**config.mk**
```make
export PLATFORM = sky130hd
export DESIGN_NAME = mmap_ctrl
export DESIGN_NICKNAME = d
export VERILOG_FILES = /design/src/rtl/mmap_pkg.sv /design/src/rtl/mmap_flags.sv /design/src/rtl/mmap_route.sv /design/src/rtl/mmap_vid.sv /design/src/rtl/mmap_ctrl.sv
export SDC_FILE = /design/constraint.sdc
export NUM_CORES = 1
export LEC_CHECK = 0
export ABC_CLOCK_PERIOD_IN_PS = 1900
export BUFFER_PORTS_ARGS = -buffer_cell sky130_fd_sc_hd__buf_4
export CAP_MARGIN = 20
export CORE_ASPECT_RATIO = 1.5
export CORE_UTILIZATION = 35
export DETAILED_ROUTE_END_ITERATION = 10
export MAX_ROUTING_LAYER = met4
export PLACE_DENSITY = 0.71
export SYNTH_ARGS = -nofsm -noshare
export SYNTH_HDL_FRONTEND = slang
export SYNTH_SLANG_ARGS = --single-unit
```
**constraint.sdc**
```tcl
create_clock -name clk -period 1.9 [get_ports clk]
set_clock_uncertainty 0.15 [all_clocks]
set_input_delay 0.285 -clock clk [delete_from_list [all_inputs] [get_ports clk]]
set_output_delay 0.285 -clock clk [all_outputs]
set_load 0.01 [all_outputs]
```
**src/rtl/mmap_pkg.sv**
```systemverilog
package mmap_pkg;
  localparam int AW     = 16;
  localparam int BW     = 3;
  localparam int NFLAG  = 6;
  localparam int IDX_W  = 4;

  // flag slots inside the local vector
  localparam int F_P1 = 0;
  localparam int F_R0 = 1;
  localparam int F_R1 = 2;
  localparam int F_M0 = 3;
  localparam int F_M1 = 4;
  localparam int F_TY = 5;

  // control-window index (addr[4:1]) owned by each slot
  localparam logic [IDX_W-1:0] SLOT_IDX [NFLAG] = '{4'd10, 4'd11, 4'd12, 4'd13, 4'd14, 4'd15};

  localparam logic [10:0] CTL_PAGE = 11'h7FE;  // 0xFFC0..0xFFDF
  localparam logic [10:0] VEC_PAGE = 11'h7FF;  // 0xFFE0..0xFFFF
  localparam logic [AW-1:0] VEC_OFFS = 16'h1FE0;
  localparam logic [AW-1:0] IO7_BASE = 16'hFF60;

  typedef enum logic [1:0] {SZ_4K = 2'b00, SZ_16K = 2'b01, SZ_64K = 2'b10, SZ_64K_ALT = 2'b11} size_e;

  typedef struct packed {
    logic [BW-1:0] bank;
    logic [AW-1:0] offs;
    logic          ctl;
  } route_t;
endpackage

```
**src/rtl/mmap_flags.sv**
```systemverilog
module mmap_flags
  import mmap_pkg::*;
(
  input  logic             clk,
  input  logic             rst,
  input  logic             upd,
  input  logic [IDX_W-1:0] idx,
  input  logic             val,
  output logic [NFLAG-1:0] flags
);
  for (genvar g = 0; g < NFLAG; g++) begin : g_slot
    always_ff @(posedge clk) begin
      if (rst)                             flags[g] <= 1'b0;
      else if (upd && idx == SLOT_IDX[g])  flags[g] <= val;
    end
  end
endmodule

```
**src/rtl/mmap_route.sv**
```systemverilog
module mmap_route
  import mmap_pkg::*;
(
  input  logic [AW-1:0] addr,
  input  logic          m0,
  input  logic          m1,
  input  logic          ty,
  input  logic          p1,
  output route_t        rt
);
  logic          all_ram;
  logic [AW-1:0] ram_off;
  size_e         sz;

  assign sz      = size_e'({m1, m0});
  assign all_ram = m1 && ty;

  always_comb begin
    unique case (sz)
      SZ_4K:   ram_off = addr & 16'h0FFF;
      SZ_16K:  ram_off = addr & 16'h3FFF;
      default: ram_off = ty ? addr : {p1, addr[14:0]};
    endcase
  end

  always_comb begin
    rt = '0;
    if (addr[15:5] == CTL_PAGE) begin
      rt.ctl = 1'b1;
    end else if (addr[15:5] == VEC_PAGE) begin
      rt.bank = 3'd2;
      rt.offs = VEC_OFFS | {11'b0, addr[4:0]};
    end else if (addr[15:8] == 8'hFF) begin
      unique case (addr[7:5])
        3'd0:    begin rt.bank = 3'd4; rt.offs = {11'b0, addr[4:0]}; end
        3'd1:    begin rt.bank = 3'd5; rt.offs = {11'b0, addr[4:0]}; end
        3'd2:    begin rt.bank = 3'd6; rt.offs = {11'b0, addr[4:0]}; end
        default: begin rt.bank = 3'd7; rt.offs = addr - IO7_BASE;    end
      endcase
    end else if (!addr[15] || all_ram) begin
      rt.bank = 3'd0;
      rt.offs = ram_off;
    end else begin
      unique case (addr[14:13])
        2'b00:   begin rt.bank = 3'd1; rt.offs = {3'b0, addr[12:0]}; end
        2'b01:   begin rt.bank = 3'd2; rt.offs = {3'b0, addr[12:0]}; end
        default: begin rt.bank = 3'd3; rt.offs = {2'b0, addr[13:0]}; end
      endcase
    end
  end
endmodule

```
**src/rtl/mmap_vid.sv**
```systemverilog
module mmap_vid
  import mmap_pkg::*;
(
  input  logic [AW-1:0] cnt,
  input  logic          m0,
  input  logic          m1,
  input  logic          ty,
  input  logic          p1,
  output logic [AW-1:0] vaddr
);
  logic [AW-1:0] mask, base;

  always_comb begin
    base = '0;
    unique case (size_e'({m1, m0}))
      SZ_4K:   mask = 16'h0FFF;
      SZ_16K:  mask = 16'h3FFF;
      default: begin
        mask = ty ? 16'hFFFF : 16'h7FFF;
        base = (!ty && p1) ? 16'h8000 : 16'h0000;
      end
    endcase
  end

  assign vaddr = (cnt & mask) | base;
endmodule

```
**src/rtl/mmap_ctrl.sv**
```systemverilog
module mmap_ctrl
  import mmap_pkg::*;
#(
  parameter logic [7:0] RO_BANKS = 8'b0000_1110
) (
  input  logic          clk,
  input  logic          rst,
  input  logic          cpu_valid,
  input  logic          cpu_we,
  input  logic [15:0]   cpu_addr,
  input  logic [15:0]   vid_count,
  output logic [2:0]    bank_sel,
  output logic [15:0]   tgt_addr,
  output logic          wr_block,
  output logic          ctl_hit,
  output logic          fast_clk,
  output logic [15:0]   vid_addr
);
  logic [NFLAG-1:0] fl;
  logic             fl_upd;
  route_t           rt;
  logic [AW-1:0]    vnext;

  assign fl_upd = cpu_valid && cpu_we && (cpu_addr[15:5] == CTL_PAGE);

  mmap_flags u_flags (
    .clk   (clk),
    .rst   (rst),
    .upd   (fl_upd),
    .idx   (cpu_addr[4:1]),
    .val   (cpu_addr[0]),
    .flags (fl)
  );

  mmap_route u_route (
    .addr (cpu_addr),
    .m0   (fl[F_M0]),
    .m1   (fl[F_M1]),
    .ty   (fl[F_TY]),
    .p1   (fl[F_P1]),
    .rt   (rt)
  );

  mmap_vid u_vid (
    .cnt   (vid_count),
    .m0    (fl[F_M0]),
    .m1    (fl[F_M1]),
    .ty    (fl[F_TY]),
    .p1    (fl[F_P1]),
    .vaddr (vnext)
  );

  always_ff @(posedge clk) begin
    if (rst) begin
      bank_sel <= '0;
      tgt_addr <= '0;
      wr_block <= 1'b0;
      ctl_hit  <= 1'b0;
      fast_clk <= 1'b0;
      vid_addr <= '0;
    end else begin
      bank_sel <= rt.bank;
      tgt_addr <= rt.offs;
      wr_block <= cpu_valid && cpu_we && !rt.ctl && RO_BANKS[rt.bank];
      ctl_hit  <= cpu_valid && rt.ctl;
      fast_clk <= fl[F_R1] | fl[F_R0];
      vid_addr <= vnext;
    end
  end
endmodule

```
Yosys cells after proc, flatten, opt, wreduce, memory -nomap -nowiden
Memories as Yosys holds them, arrays and structs flattened.
Index checks and enable logic that the tools add are counted.
{"block": "op_classes", "addsub": 1, "n_lt_le_gt_ge": 1, "eq_ne": 13, "mux": 14, "n_bitwise": 3, "reduce_logical": 23}
{"operator": "2-to-1 mux 19 bit", "count": 4}
{"operator": "2-to-1 mux 16 bit", "count": 4}
{"operator": "one-hot mux 16 bit (2 select lines)", "count": 2}
{"operator": "one-hot mux 18 bit (3 select lines)", "count": 1}
{"operator": "one-hot mux 18 bit (2 select lines)", "count": 1}
{"operator": "== test 4 bit (second input constant)", "count": 6}
{"operator": "== test 11 bit (second input constant)", "count": 2}
{"operator": "bitwise AND 16 bit", "count": 1}
{"operator": "OR 16 bit", "count": 1}
{"operator": "subtractor 16 bit (second input constant)", "count": 1}
{"operator": "logical AND 1 bit", "count": 13}
{"operator": "== test 8 bit (second input constant)", "count": 1}
{"operator": "== test 2 x 1 -> 1 bit (second input constant)", "count": 2}
{"operator": "zero test 2 bit", "count": 2}
{"operator": "< comparator 3 x 4 -> 1 bit (second input constant)", "count": 1}
{"operator": "OR reduction 2 bit", "count": 2}
{"operator": "== test 3 x 1 -> 1 bit (second input constant)", "count": 1}
{"operator": "== test 3 x 2 -> 1 bit (second input constant)", "count": 1}
{"operator": "zero test 1 bit", "count": 3}
{"operator": "zero test 3 bit", "count": 1}
{"operator": "OR reduction 3 bit", "count": 1}
{"operator": "2-to-1 mux 1 bit", "count": 2}
{"operator": "logical OR 1 bit", "count": 1}
{"operator": "OR 1 bit", "count": 1}
{"block": "word_totals", "register_bits": 44, "rom_bits": 8, "input_bits": 36, "out_inout_bits": 38, "wordCells": 69, "mem_count": 1}
{"memory": "(name not given)", "words": 8, "width": 1, "rd": 1, "rd_clocked_by_memory_dff": 0, "write_ports": 0, "line_no": "mmap_ctrl.sv:64", "text": "wr_block <= cpu_valid && cpu_we && !rt.ctl && RO_BANKS[rt.bank];"}

Depth between registers and ports, before layout
{"block": "logic_depth", "depth_word": 9, "depth_mapped": 7, "ltp_nobuf": 6}

By module
From an unflattened synthesis, not the netlist that was laid out.
{"block": "hier_totals", "cells_unflattened": 223, "area_unflattened_um2": 2065.7}
{"mod": "mmap_ctrl", "n_inst": 1, "cells_each": 88, "area_per_inst_um2": 1126.1, "seq_area_each_um2": 760.7}
{"mod": "mmap_route", "n_inst": 1, "cells_each": 88, "area_per_inst_um2": 539.3, "seq_area_each_um2": 0.0}
{"mod": "mmap_flags", "n_inst": 1, "cells_each": 30, "area_per_inst_um2": 272.8, "seq_area_each_um2": 120.1}
{"mod": "mmap_vid", "n_inst": 1, "cells_each": 17, "area_per_inst_um2": 127.6, "seq_area_each_um2": 0.0}

Worst setup path before layout
Ideal clock, no wire load.
{"block": "synth_timing", "path_type": "input to register", "from": "input port cpu_addr[5]", "to": "register u_flags.flags[3]", "setup_time_ps": 128, "t_arrival_ps": 1518, "t_required_ps": 1622, "setup_slack_ps": 104, "stages": 7, "n_path_buf": 1, "path_cell_list": "inv_1 ha_1 clkbuf_1 nand4_1 nor4_1 mux2i_1 nor2_1"}
{"block": "synth_via", "elab_chain_cells": 3}
{"item": "start: declaration", "line_no": "mmap_ctrl.sv:10", "text": "input logic [15:0] cpu_addr,"}
{"item": "== test 11 bit", "line_no": "mmap_ctrl.sv:24", "text": "assign fl_upd = cpu_valid && cpu_we && (cpu_addr[15:5] == CTL_PAGE);"}
{"item": "logical AND 1 bit", "line_no": "mmap_ctrl.sv:24"}
{"item": "logical AND 1 bit", "line_no": "mmap_flags.sv:14", "text": "else if (upd && idx == SLOT_IDX[g]) flags[g] <= val;"}
{"item": "end signal: indexed assignment", "line_no": "mmap_flags.sv:14"}
{"item": "end: declaration", "line_no": "mmap_flags.sv:9", "text": "output logic [NFLAG-1:0] flags"}
No other way between the ends.
A chain may end at the register's enable or synchronous reset.

Final worst setup path
{"block": "layout_timing", "from": "input port cpu_addr[5]", "to": "register tgt_addr[8]"}
{"block": "layout_via", "elab_chain_cells": 4, "word_cells_on_any_way": 10, "cone_classes": "add/sub (1); eq/ne (4); mux (3); reduce/logical (2)"}
{"item": "subtractor 16 bit, or another cell as far along", "line_no": "mmap_route.sv:38", "text": "default: begin rt.bank = 3'd7; rt.offs = addr - IO7_BASE; end"}
{"item": "one-hot mux 18 bit (3 select lines)", "line_no": "mmap_route.sv:34", "text": "unique case (addr[7:5])"}
{"item": "2-to-1 mux 19 bit", "line_no": "mmap_route.sv:33", "text": "end else if (addr[15:8] == 8'hFF) begin"}
{"item": "2-to-1 mux 19 bit", "line_no": "mmap_route.sv:30", "text": "end else if (addr[15:5] == VEC_PAGE) begin"}
{"item": "end signal: assignment", "line_no": "mmap_ctrl.sv:63", "text": "tgt_addr <= rt.offs;"}
{"item": "end: declaration", "line_no": "mmap_ctrl.sv:13", "text": "output logic [15:0] tgt_addr,"}
Parallel ways exist; a longest one is shown, timed or not.

==> qor.json <==
{
  "drv_slew": 0,
  "fin_area_um2": 2450,
  "maxClockFrequency_ghz": 0.624,
  "netlist-cell-type-count": 38,
  "final_critical_path_setup_slack_ps": 298,
  "post-cts-setup-buffers": 0,
  "design.die.area_um2": 5120,
  "clock_tree.root_cell": "sky130_fd_sc_hd__clkbuf_8",
  "whs_path_depth": 2,
  "fill_cells": 469,
  "cts-htree-levels": 2,
  "netlist_area_um2": 1690,
  "cts.hold.buffers_added": 0,
  "drc_errors": 0,
  "synth_top_area_share": 0.521,
  "floorplan.initialDensity": 0.369,
  "worst_slack_at_placement_ps": -4.83,
  "slew-limit-headroom": 0.593,
  "highest_fanout_seen_on_the_critical_path": 9,
  "coreArea_um2": 4580,
  "post_synth_most_frequent_cells": "44 x sky130_fd_sc_hd__dfxtp_1, 12 x sky130_fd_sc_hd__nor2_1, 12 x sky130_fd_sc_hd__nor2b_1, 9 x sky130_fd_sc_hd__a21oi_1, 7 x sky130_fd_sc_hd__clkbuf_1",
  "die_w_um": 58.8,
  "synth_async_sr_flop_share": 0,
  "worst_setup_hold_path_clk_slew_ps": 80,
  "initialDrtViolationCount": 38,
  "seq_area_frac_synth": 0.521,
  "worst_hold_startpoint": "vid_count[9]",
  "final.period_utilization": 0.843,
  "design.portCount": 74,
  "worst_tran_pin_value_ps": 608,
  "fin_hold_ws_ps": 46.3,
  "end_kind": "flop",
  "dieHeight_um": 87.1,
  "num_vias": 1523,
  "pin_count_of_the_biggest_net_entering_global_routing": 29,
  "ys_warn_count": 0,
  "initial_antenna_violation_count": 0,
  "cts_inserted_buffers": 5,
  "post_cts.resized_instances": 0,
  "timing.critical_path.arrival_ps": 1700,
  "grt_setup_unrepaired": "no",
  "utilization": 0.535,
  "postSynthAreaPerCell_um2": 10.0,
  "synth_area_leaders": "sky130_fd_sc_hd__dfxtp_1 52%, sky130_fd_sc_hd__nor2b_1 4.4%, sky130_fd_sc_hd__mux2i_1 3.6%",
  "grt_pass1_wl_um": 6270,
  "num_rows": 30,
  "finalSetupViolations": 0,
  "ys_dominant_reg_cell": "sky130_fd_sc_hd__dfxtp_1",
  "report.power.total_w": 0.00189,
  "power_per_cell_area_nw_per_um2": 771,
  "finalNetCount": 289,
  "cts_buffer_depth": 2,
  "min_period_ps": 1600,
  "detail_route.vias_per_cell": 4.85,
  "timing.critical_path.from_type": "primary input",
  "cellLeakagePower_nw": 1.07,
  "routedWlPerCell_um": 12.9,
  "antenna_diodes": 0,
  "r2r.worst_path.cells": 4,
  "run_status": "finished, final reports clean",
  "drv.max_cap_violation_count": 0,
  "fraction_of_final_layout_cells_sized_beyond_drive_strength_1": 0.376,
  "post-synth-top-area-cell": "sky130_fd_sc_hd__dfxtp_1",
  "vdd.ir_drop.worst_v": 0.000441,
  "wl_um": 4050,
  "postSynthCellCount": 169,
  "first_pass_iters": 4,
  "critical_path_required_ps": 1990,
  "finalHoldViolCount": 0,
  "grt_util_all_layers": 0.169,
  "synth_edf_count": 0,
  "r2r_setup_slack_ps": 600,
  "growth_of_design_area_from_synthesis_to_finish_pct": 44.8,
  "crit-reg2reg-capture": "tgt_addr[14]",
  "holdCritPathClass": "primary input to flop",
  "globalRouteOverflowTotal": 0,
  "dpl_cell_area_um2": 2340,
  "yosys.cell_count.top_type": "sky130_fd_sc_hd__dfxtp_1",
  "clock_sink_count": 44,
  "postSynthRegisterBits": 44,
  "synth.net_count": 209,
  "port_buffers": 73,
  "drtAntennaViolNets": 0,
  "cts_tree": "done",
  "hpwl_um": 3070,
  "timing_worst_setup_path_type": "primary input to flop",
  "worstSkewPairLatency_ps": 300,
  "timing.rr.start": "u_flags.flags[4]",
  "holdPathEnd": "vid_addr[9]",
  "place.gp.congestion": 0.784,
  "grt_pass1_vias": 1420
}
[flip-flops by register name, indices dropped and copies added (netlist names)]
name,flops
tgt_addr,16
vid_addr,16
ctl_hit,1
u_flags.flags,6
bank_sel,3
wr_block,1
fast_clk,1
[critical path, cell delays in order]
cell and delay (ps):
sky130_fd_sc_hd__buf_4 100, sky130_fd_sc_hd__inv_1 70, sky130_fd_sc_hd__ha_1 300, sky130_fd_sc_hd__buf_4 190
sky130_fd_sc_hd__a31oi_1 520, sky130_fd_sc_hd__and3_1 240
[per-layer routing]
metal,track usage,share of wire,wire length (um),vias up
met4,0.0801,0.019,76,0
met1,0.179,0.41,1650,699
met3,0.0371,0.043,174,6
met2,0.293,0.53,2160,55
li1,-,-,-,763
met5,-,0,0,-
[cell usage in the layout, fill, tap and decap left out, drive strengths merged, types with 5 or more instances in the layout]
cell type	count
buf	81
dfxtp	44
nor2	12
nor2b	12
a21oi	9
nand4	7
nand2b	6
nand2	6
mux2i	6
clkbuf	6
and2	5
[final cells by class]
cell class,instances,area (um^2),area share
Sequential cell,44,881,0.360
Multi-Input combinational cell,114,762,0.311
Timing Repair Buffer,81,608,0.248
Tap cell,64,80.1,0.0327
Clock buffer,6,72.6,0.0296
Clock inverter,2,35.0,0.0143
Inverter,3,11.3,0.00460
[worst max path at each step]
stage                      from               end  slack, ps  cells past startpoint
floorplan           cpu_addr[5]  u_flags.flags[3]        100                      7
global placement    cpu_addr[5]      tgt_addr[13]         20                      7
detailed placement  cpu_addr[5]      tgt_addr[13]         -5                      7
CTS                 cpu_addr[5]      tgt_addr[15]        300                      7
global route        cpu_addr[5]       tgt_addr[9]        180                      6
finish              cpu_addr[5]       tgt_addr[8]        300                      6
[power by group]
group / internal [W] / switching, W
Sequential: 0.000953 / 0.00000843
Combinational: 0.000125 / 0.000104
Clock: 0.000390 / 0.000308
Total: 0.00147 / 0.000421
[cells by family after synthesis]
kind of cell,Yosys count,share of synthesized area
mux,7,0.0422
flops,44,0.521
fa+ha+maj,4,0.0296
simple gates,75,0.266
buf+inv,11,0.0288
compound gates,28,0.113
[stage by stage]
step | instances | setup TNS [ps]
floorplan | 169 | 0
CTS | 314 | 0
detailed placement | 306 | -6.74
global placement | 306 | 0
finish | 314 | 0
global route | 314 | 0
Power figures use the tool's default switching activity.
